--- config.mk ---
export PLATFORM = sky130hd
export DESIGN_NAME = hostbus_if
export DESIGN_NICKNAME = d
export VERILOG_FILES = /design/src/rtl/hbi_pkg.sv /design/src/rtl/hbi_sync.sv /design/src/rtl/hbi_decode.sv /design/src/rtl/hbi_cmdfilt.sv /design/src/rtl/hostbus_if.sv
export SDC_FILE = /design/constraint.sdc
export NUM_CORES = 1
export LEC_CHECK = 0
export BUFFER_PORTS_ARGS = -buffer_cell sky130_fd_sc_hd__buf_2
export CORE_AREA = 8 8 84 86
export CTS_BUF_LIST = sky130_fd_sc_hd__clkbuf_16
export CTS_CLUSTER_DIAMETER = 200
export DETAILED_ROUTE_END_ITERATION = 12
export DIE_AREA = 0 0 92 94
export GPL_ROUTABILITY_DRIVEN = 0
export PLACE_DENSITY_LB_ADDON = 0.3
export SLEW_MARGIN = 10
export SYNTH_ARGS = -nofsm -noshare
export SYNTH_HDL_FRONTEND = slang
export SYNTH_SLANG_ARGS = --single-unit
--- constraint.sdc ---
create_clock -name clk -period 2.2 [get_ports clk]
set_input_delay 0 -clock clk [delete_from_list [all_inputs] [get_ports clk]]
set_output_delay 0 -clock clk [all_outputs]
set_load 0.05 [all_outputs]
--- src/rtl/hbi_pkg.sv ---
`timescale 1ns/1ps
package hbi_pkg;
  typedef enum logic [1:0] {XF_STAT, XF_DRD, XF_ARG, XF_CMD} xfer_e;

  function automatic logic split_mode(input logic [1:0] sel);
    return sel == 2'b00;
  endfunction

  function automatic xfer_e kind_of(input logic a0, input logic is_rd);
    if (is_rd) return a0 ? XF_DRD : XF_STAT;
    return a0 ? XF_CMD : XF_ARG;
  endfunction

  function automatic logic [7:0] status_byte(input logic rt);
    logic [7:0] s;
    s = '0;
    s[6] = rt;
    return s;
  endfunction

  function automatic logic cmd_ok(input logic slp, input logic [7:0] code,
                                  input logic [7:0] wake, input logic [7:0] nap);
    return !slp || code == wake || code == nap;
  endfunction
endpackage

--- src/rtl/hbi_sync.sv ---
`timescale 1ns/1ps
module hbi_sync #(
  parameter int W = 4,
  parameter logic [W-1:0] RST_VAL = '0
) (
  input  logic         clk,
  input  logic         rst_n,
  input  logic [W-1:0] d,
  output logic [W-1:0] q
);
  for (genvar i = 0; i < W; i++) begin : g_bit
    logic s1, s2;
    always_ff @(posedge clk or negedge rst_n) begin
      if (!rst_n) begin
        s1 <= RST_VAL[i];
        s2 <= RST_VAL[i];
      end else begin
        s1 <= d[i];
        s2 <= s1;
      end
    end
    assign q[i] = s2;
  end
endmodule

--- src/rtl/hbi_decode.sv ---
`timescale 1ns/1ps
module hbi_decode
  import hbi_pkg::*;
#(
  parameter int DW = 8
) (
  input  logic          clk,
  input  logic          rst_n,
  input  logic          split,
  input  logic          cs_n,
  input  logic          a0,
  input  logic          sa,
  input  logic          sb,
  input  logic [DW-1:0] din,
  output logic          fire,
  output xfer_e         fire_kind,
  output logic [DW-1:0] fire_byte
);
  logic act, is_rd, prev_act;

  assign act   = !cs_n && (split ? (!sa || !sb) : sa);
  assign is_rd = split ? !sa : sb;

  always_ff @(posedge clk or negedge rst_n) begin
    if (!rst_n) begin
      prev_act  <= 1'b0;
      fire_kind <= XF_STAT;
      fire_byte <= '0;
    end else begin
      prev_act <= act;
      if (act) begin
        fire_kind <= kind_of(a0, is_rd);
        fire_byte <= din;
      end
    end
  end

  assign fire = prev_act && !act;
endmodule

--- src/rtl/hbi_cmdfilt.sv ---
`timescale 1ns/1ps
module hbi_cmdfilt
  import hbi_pkg::*;
#(
  parameter int DW = 8,
  parameter int IDX_W = 3,
  parameter logic [7:0] WAKE_CODE = 8'h40,
  parameter logic [7:0] NAP_CODE  = 8'h53
) (
  input  logic             clk,
  input  logic             rst_n,
  input  logic             fire,
  input  xfer_e            fire_kind,
  input  logic [DW-1:0]    fire_byte,
  output logic             cmd_valid,
  output logic [DW-1:0]    cmd_code,
  output logic             arg_valid,
  output logic [IDX_W-1:0] arg_index,
  output logic [DW-1:0]    arg_byte,
  output logic             rd_next,
  output logic             asleep
);
  localparam logic [IDX_W-1:0] IDX_MAX = '1;
  logic [IDX_W-1:0] idx;
  logic             accepted;
  logic             ok;

  assign ok = cmd_ok(asleep, fire_byte[7:0], WAKE_CODE, NAP_CODE);

  always_ff @(posedge clk or negedge rst_n) begin
    if (!rst_n) begin
      cmd_valid <= 1'b0;
      cmd_code  <= '0;
      arg_valid <= 1'b0;
      arg_index <= '0;
      arg_byte  <= '0;
      rd_next   <= 1'b0;
      asleep    <= 1'b0;
      idx       <= '0;
      accepted  <= 1'b1;
    end else begin
      cmd_valid <= 1'b0;
      arg_valid <= 1'b0;
      rd_next   <= 1'b0;
      if (fire) begin
        unique case (fire_kind)
          XF_CMD: begin
            accepted <= ok;
            if (ok) begin
              cmd_valid <= 1'b1;
              cmd_code  <= fire_byte;
              idx       <= '0;
              if (fire_byte[7:0] == NAP_CODE)  asleep <= 1'b1;
              if (fire_byte[7:0] == WAKE_CODE) asleep <= 1'b0;
            end
          end
          XF_ARG: begin
            if (accepted) begin
              arg_valid <= 1'b1;
              arg_byte  <= fire_byte;
              arg_index <= idx;
              if (idx != IDX_MAX) idx <= idx + 1'b1;
            end
          end
          XF_DRD:  rd_next <= 1'b1;
          default: ;
        endcase
      end
    end
  end
endmodule

--- src/rtl/hostbus_if.sv ---
`timescale 1ns/1ps
module hostbus_if
  import hbi_pkg::*;
#(
  parameter int DW = 8,
  parameter int IDX_W = 3,
  parameter logic [7:0] WAKE_CODE = 8'h40,
  parameter logic [7:0] NAP_CODE  = 8'h53
) (
  input  logic             clk,
  input  logic             rst_n,
  input  logic [1:0]       mode_sel,
  input  logic             bus_cs_n,
  input  logic             bus_a0,
  input  logic             strb_a,
  input  logic             strb_b,
  input  logic [DW-1:0]    bus_din,
  output logic [DW-1:0]    bus_dout,
  output logic             bus_oe,
  input  logic             retrace,
  input  logic [DW-1:0]    rd_data,
  output logic             rd_next,
  output logic             cmd_valid,
  output logic [DW-1:0]    cmd_code,
  output logic             arg_valid,
  output logic [IDX_W-1:0] arg_index,
  output logic [DW-1:0]    arg_byte,
  output logic             asleep
);
  localparam int SW = DW + 4;
  localparam logic [SW-1:0] SYNC_RST = SW'(1) << (SW - 1);

  logic          split;
  logic [SW-1:0] sync_q;
  logic          fire;
  xfer_e         fire_kind;
  logic [DW-1:0] fire_byte;
  logic          rd_live;
  logic [DW-1:0] stat;

  assign split = split_mode(mode_sel);

  hbi_sync #(.W(SW), .RST_VAL(SYNC_RST)) sync_i (
    .clk(clk), .rst_n(rst_n),
    .d({bus_cs_n, bus_a0, strb_a, strb_b, bus_din}),
    .q(sync_q)
  );

  hbi_decode #(.DW(DW)) dec_i (
    .clk(clk), .rst_n(rst_n), .split(split),
    .cs_n(sync_q[SW-1]), .a0(sync_q[SW-2]),
    .sa(sync_q[SW-3]), .sb(sync_q[SW-4]), .din(sync_q[DW-1:0]),
    .fire(fire), .fire_kind(fire_kind), .fire_byte(fire_byte)
  );

  hbi_cmdfilt #(.DW(DW), .IDX_W(IDX_W), .WAKE_CODE(WAKE_CODE), .NAP_CODE(NAP_CODE)) flt_i (
    .clk(clk), .rst_n(rst_n), .fire(fire), .fire_kind(fire_kind), .fire_byte(fire_byte),
    .cmd_valid(cmd_valid), .cmd_code(cmd_code), .arg_valid(arg_valid),
    .arg_index(arg_index), .arg_byte(arg_byte), .rd_next(rd_next), .asleep(asleep)
  );

  assign stat     = DW'(status_byte(retrace));
  assign rd_live  = !bus_cs_n && (split ? !strb_a : (strb_a && strb_b));
  assign bus_oe   = rd_live;
  assign bus_dout = !rd_live ? '0 : (bus_a0 ? rd_data : stat);
endmodule

# Yosys cells after proc, flatten, opt, wreduce, memory -nomap -nowiden
# Cells that the tools add are included.
[word_totals]
register_bits = 62
word_cells = 93
out_inout_bits = 32
[op_classes]
add_sub_neg = 1
reduce_logical = 22
n_eq_ne = 9
muxes = 25
[op_table]
columns = ["cell", "n"]
rows = [
  ["2-to-1 mux 1 bit", 17],
  ["== test 8 x 7 -> 1 bit, second input constant", 2],
  ["2-to-1 mux 8 bit", 2],
  ["2-to-1 mux 3 bit", 3],
  ["logical NOT 1 bit", 7],
  ["inequality test 2 x 1 -> 1 bit, second input constant", 3],
  ["case mux 3 bit (2 select lines)", 1],
  ["AND reduction 3 bit", 2],
  ["AND reduction 5 bit", 1],
  ["== test 2 bit, second input constant", 2],
  ["logical AND 1 bit", 4],
  ["2-to-1 mux 2 bit", 2],
  ["AND reduction 4 bit", 1],
  ["nonzero test 2 bit", 2],
  ["adder 3 x 1 -> 3 bit, second input constant", 1],
  ["logical OR 1 bit", 3],
  ["inequality test 3 bit, second input constant", 1],
  ["== test 2 x 1 -> 1 bit, second input constant", 1],
  ["logical NOT 2 bit", 1],
  ["AND reduction 2 bit", 1],
]

# Longest topological paths before layout
[depth]
ltp_word = 7
ltp_mapped = 6
depth_no_buf = 5

# By module
# Synthesis repeated with hierarchy kept, for this count alone.
[unflattened]
hier_cells = 247
area_unflattened_um2 = 2721.4
[modules_own_cells]
columns = ["mod", "seq_area_each_um2", "area_each_um2", "cells_per_inst", "n_inst"]
rows = [
  ["hbi_cmdfilt", 676.9, 1129.8, 108, 1],
  ["hbi_decode", 275.3, 715.7, 80, 1],
  ["hbi_sync", 603.1, 693.2, 36, 1],
  ["hostbus_if", 0.0, 182.7, 23, 1],
]

# Worst setup path before layout
# Ideal clock, no wire load.
[synth_timing]
path_type = "input to output"
start = "in mode_sel[1]"
end = "out bus_dout[6]"
path_slack_ns = 0.037
path_buffers = 0
cell_stages = 3
arrival_ns = 2.163
path_cell_list = "or3_1 -> a21oi_1 -> nor2b_1"
[synth_via]
elab_chain_cells = 4
[synth_lines]
columns = ["item", "line", "rtl"]
rows = [
  ["from (decl)", "hostbus_if.sv:12", "input logic [1:0] mode_sel,"],
  ["logical NOT 2 bit", "hbi_pkg.sv:6", "return sel == 2'b00;"],
  ["2-to-1 mux 1 bit", "hostbus_if.sv:63", "assign rd_live = !bus_cs_n && (split ? !strb_a : (strb_a && strb_b));"],
  ["logical AND 1 bit", "hostbus_if.sv:63", ""],
  ["named net bus_oe", "hostbus_if.sv:19", "output logic bus_oe,"],
  ["2-to-1 mux 8 bit", "hostbus_if.sv:65", "assign bus_dout = !rd_live ? '0 : (bus_a0 ? rd_data : stat);"],
  ["to (decl)", "hostbus_if.sv:18", "output logic [DW-1:0] bus_dout,"],
]
# The timed path passes the listed nets, and every way through them passes these cells.

# Worst setup path in the final report
[layout_timing]
start = "reg dec_i.fire_byte[3]"
end = "reg flt_i.cmd_code[6]"
[layout_via]
elab_chain_cells = 4
elab_cells_between_ends = 5
cone_classes = "eq/ne: 2; reduce/logical: 3"
[layout_lines]
columns = ["item", "line", "rtl"]
rows = [
  ["from (decl)", "hbi_decode.sv:17", "output logic [DW-1:0] fire_byte"],
  ["from (signal assigned)", "hbi_decode.sv:33", "fire_byte <= din;"],
  ["== test 8 x 7 -> 1 bit", "hbi_pkg.sv:23", "return !slp || code == wake || code == nap;"],
  ["logical OR 1 bit", "hbi_pkg.sv:23", ""],
  ["logical OR 1 bit (*)", "hbi_pkg.sv:23", ""],
  ["AND reduction 3 bit (no line) (*)", "--", ""],
  ["to (signal assigned)", "hbi_cmdfilt.sv:51", "cmd_code <= fire_byte;"],
  ["to (decl)", "hbi_cmdfilt.sv:16", "output logic [DW-1:0] cmd_code,"],
]
# Every way passes the cells marked *; elsewhere a longest branch is shown, timed or not.
# A chain may end at the register's enable or synchronous reset.

==> key figures <==
Final layout
  • Area growth from synthesis to layout: 34.6%
  • Register area: between 0.0015 and 0.002 sq mm
  • Area of the multi-input gates: approximately 650 sq um
  • Ant. Diodes: 0
  • # nets final: 247
  • Fill cell count: slightly below 500
  • Post-Route Utilization: 0.524
  • Share of layout cells above drive strength 1: 0.484

Pwr
  • Pwr Density: 872 mW/mm^2
  • Leakage: about 1.5 nW
  • Sequential Power Share: 0.477
  • VDD IR max: 0.000536 V
  • Internal: 2.03 mW
  • Psw: 0.597 mW
  • Combinational share of power: 0.078
  • Clock power share: 0.445
  • Switching share of power: 0.227
  • Final Power: between 2 and 3 mW

Drt
  • Iteration-0 DRC count of the detailed router: between 80 and 90
  • Vias: 1,404
  • Highest metal used: met4
  • Vias per cell: about 4.7
  • Mean routed wirelength per cell: 15.2 microns
  • Post-route ant nets: 0
  • Met1 wire length: ~1900 microns
  • Overall routed net length: 4560 microns
  • DRC: 0
  • Drt first pass iters: 4
  • Met3 wire len: 448 microns
  • Met2 wire len: 2120 microns

Floorplan
  • Io pins: 57
  • Initial Util: 0.389
  • Die height: 94 microns
  • Die area: 0.00865 sq mm
  • # rows: 28
  • Core region area: ~0.0057 sq mm
  • Chip width: around 92 microns

Critical path
  • CP Max Fanout: 9
  • Worst-path cell chain: nor4_2 > o211ai_1 > a211oi_2 > buf_4 > mux2_2
  • Critical R2R Capture: flt_i.cmd_code[6]
  • Critical path origin: dec_i.fire_byte[3]
  • CP top delay family: compound AO/OA/AOI/OAI gates
  • Setup crit end: flt_i.cmd_code[6]
  • Slowest stage delay, CP: 0.41 ns
  • Req. time, crit path: 2.40 ns
  • Crit path buf inv count: 1
  • R2r worst-path depth: 5
  • Crit. End Element: flop
  • CP Launch Type: flop
  • Critical Path AT: 2.14 ns
  • Slowest-stage cell, CP: dfrtp_1
  • R2r setup slk: 0.26 ns
  • CP Depth: 5
  • Worst setup path class: flop to flop
  • RR Startpoint: dec_i.fire_byte[3]

Clock tree
  • CTS tree: yes
  • Sink Count: 62
  • Root Driver: clkbuf_16
  • Num CTS Buffers: 9
  • Reg clk slew, reported paths: 0.05 ns
  • CTS H-Tree Depth: 3
  • Bufs on Longest Clock Path: 2
  • Post-CTS Setup Inserts: 0
  • Clock Latency Late Sink: 0.32 ns

GRT
  • Largest net degree at the start of global routing: 35
  • Vias in the first global route: approximately 1,600
  • Global route overflow: 0
  • First-pass GRT wire length: 7780 microns
  • All-Layer GR Usage: 0.118
  • Initial antenna violation count: 0

Worst hold path
  • Hold crit path type: input pin to asynchronous set/reset pin

Timing
  • Final Max Slew Viols: 0
  • Max_slew headroom: 0.566
  • Setup TNS: 0 ns
  • RSZ-0062 raised after global routing: false
  • Final Cycle Share: 0.884
  • Clock skew: 0.00649 ns
  • Max Freq: 514 MHz
  • Final Hold Viols: 0
  • Final min period: 1.94 ns
  • Final Hold Slack: about 0.25 ns
  • Final setup fails: 0
  • Final WS setup: ~0.26 ns
  • Slew @ Worst Pin: around 0.65 ns

Logic synthesis
  • Ys Warns: 0
  • Sequential element share of the synthesized area: 0.695
  • Average cell area after synthesis: 16.0 sq um
  • Synth cell types: 29
  • Net Count, Synth: 167
  • FF+latch count, synth: 62
  • Mapped Area: ~0.0022 sq mm
  • Gate Count Post-Synth: 140

Placement
  • DP HPWL: 3130 microns
  • IO Port Bufs: 56
  • Place WS: 0.0204 ns

Job
  • Max cap viols: 0

Outcome
  • Status: finished, final reports clean
layer usage:
| metal | track usage | up-vias |
|---|---|---|
| met5 | 0 | - |
| met4 | 0.0443 | 0 |
| li1 | - | 664 |
| met2 | 0.179 | 60 |
| met3 | 0.0767 | 11 |
| met1 | 0.130 | 669 |
cells by family (layout without fill, tap and decap cells):
group | Yosys count | after routing | synth area share
buffers and inverters | 6 | 91 | 0.0185
adders and majority gates | 2 | 2 | 0.0112
muxes | 29 | 29 | 0.154
AOI/OAI and AO/OA | 13 | 13 | 0.0436
and+or+nand+nor | 28 | 28 | 0.0777
DFF | 62 | 62 | 0.695
area by class of cell:
class,count,area share
Timing Repair Buffer,73,0.150
Clock buffer,9,0.0748
Clock inverter,7,0.00914
Inverter,2,0.00249
Tap cell,75,0.0312
Multi-Input combinational cell,72,0.216
Sequential cell,62,0.516
state kept, by name (all words and copies together) (netlist names), 2 cells and up:
| name | count |
|---|---|
| flt_i.arg_index | 3 |
| dec_i.fire_kind | 2 |
| flt_i.arg_byte | 8 |
| sync_i.g_bit.s2 | 12 |
| flt_i.idx | 3 |
| sync_i.g_bit.s1 | 12 |
| dec_i.fire_byte | 8 |
| flt_i.cmd_code | 8 |
cell usage after synthesis:
master	number	area [sq um]
nor4bb_1	2	20.0
and3_1	8	50.1
o32ai_1	1	8.76
nor4_1	1	6.26
o211ai_1	1	7.51
mux2_4	5	75.1
ha_1	2	25.0
nand2_1	2	7.51
nor2b_1	1	6.26
or4b_2	1	10.0
nand2b_1	1	6.26
buf_6	1	11.3
nor2_1	2	7.51
dfstp_2	3	78.8
or3_1	2	12.5
o21ai_0	5	25.0
mux2i_1	1	10.0
a211oi_2	2	25.0
dfrtp_1	59	1480
nor3_1	1	5.00
o41ai_1	1	8.76
or2_2	3	18.8
nand4b_1	1	8.76
buf_4	3	22.5
a21oi_1	1	5.00
mux2_2	23	259
nand3_1	3	15.0
o2bb2ai_1	2	17.5
inv_1	2	7.51
stage by stage:
| step | cells | area (sq um) |
|---|---|---|
| 2_1_floorplan | 140 | 2240 |
| 6_report | 300 | 3010 |
| 3_3_place_gp | 271 | 2620 |
| 4_1_cts | 300 | 3000 |
| 5_1_grt | 300 | 3010 |
| 3_5_place_dp | 271 | 2620 |
power by group through the flow:
stage	Combinational [mW]	Clock (mW)	Sequential, mW
6_report	0.204	1.17	1.25
5_1_grt	0.225	1.26	1.26
4_1_cts	0.207	1.20	1.25
3_5_place_dp	0.189	0	1.27
3_3_place_gp	0.184	0	1.27
2_1_floorplan	0.0871	0	1.29
layout by cell type (no fill, tap or decap), types with 2 or more instances in the layout:
cell / netlist / routed
buf_4: 3 / 3
a211oi_2: 2 / 2
inv_1: 2 / 5
dlygate4sd3_1: 0 / 13
clkinv_1: 0 / 3
buf_2: 0 / 56
clkbuf_16: 0 / 9
or3_1: 2 / 2
nand2_1: 2 / 2
nand3_1: 3 / 3
ha_1: 2 / 2
o2bb2ai_1: 2 / 2
o21ai_0: 5 / 5
dfstp_2: 3 / 3
or2_2: 3 / 3
mux2_2: 23 / 23
and3_1: 8 / 8
nor4bb_1: 2 / 2
mux2_4: 5 / 5
dfrtp_1: 59 / 59
how the worst min path moves through the flow:
stage / from / endpoint / slack (ns) / cells after the start
3_5_place_dp: rst_n / flt_i.arg_index[2] / 0.07 / 1
2_1_floorplan: rst_n / dec_i.fire_byte[0] / -0.30 / 0
4_1_cts: rst_n / flt_i.arg_byte[4] / 0.27 / 2
6_report: rst_n / flt_i.idx[0] / 0.25 / 2
5_1_grt: mode_sel[0] / dec_i.prev_act / 0.30 / 4
3_3_place_gp: rst_n / flt_i.arg_index[2] / 0.06 / 1
what timing repair did:
action | 4_1_cts | 5_1_grt
resized for setup | 0 | 2
hold buffers | 13 | 0
hold endpoints to repair | 37 | 0
endpoints found under the setup margin | 0 | 14
Power figures use the tool's default switching activity.
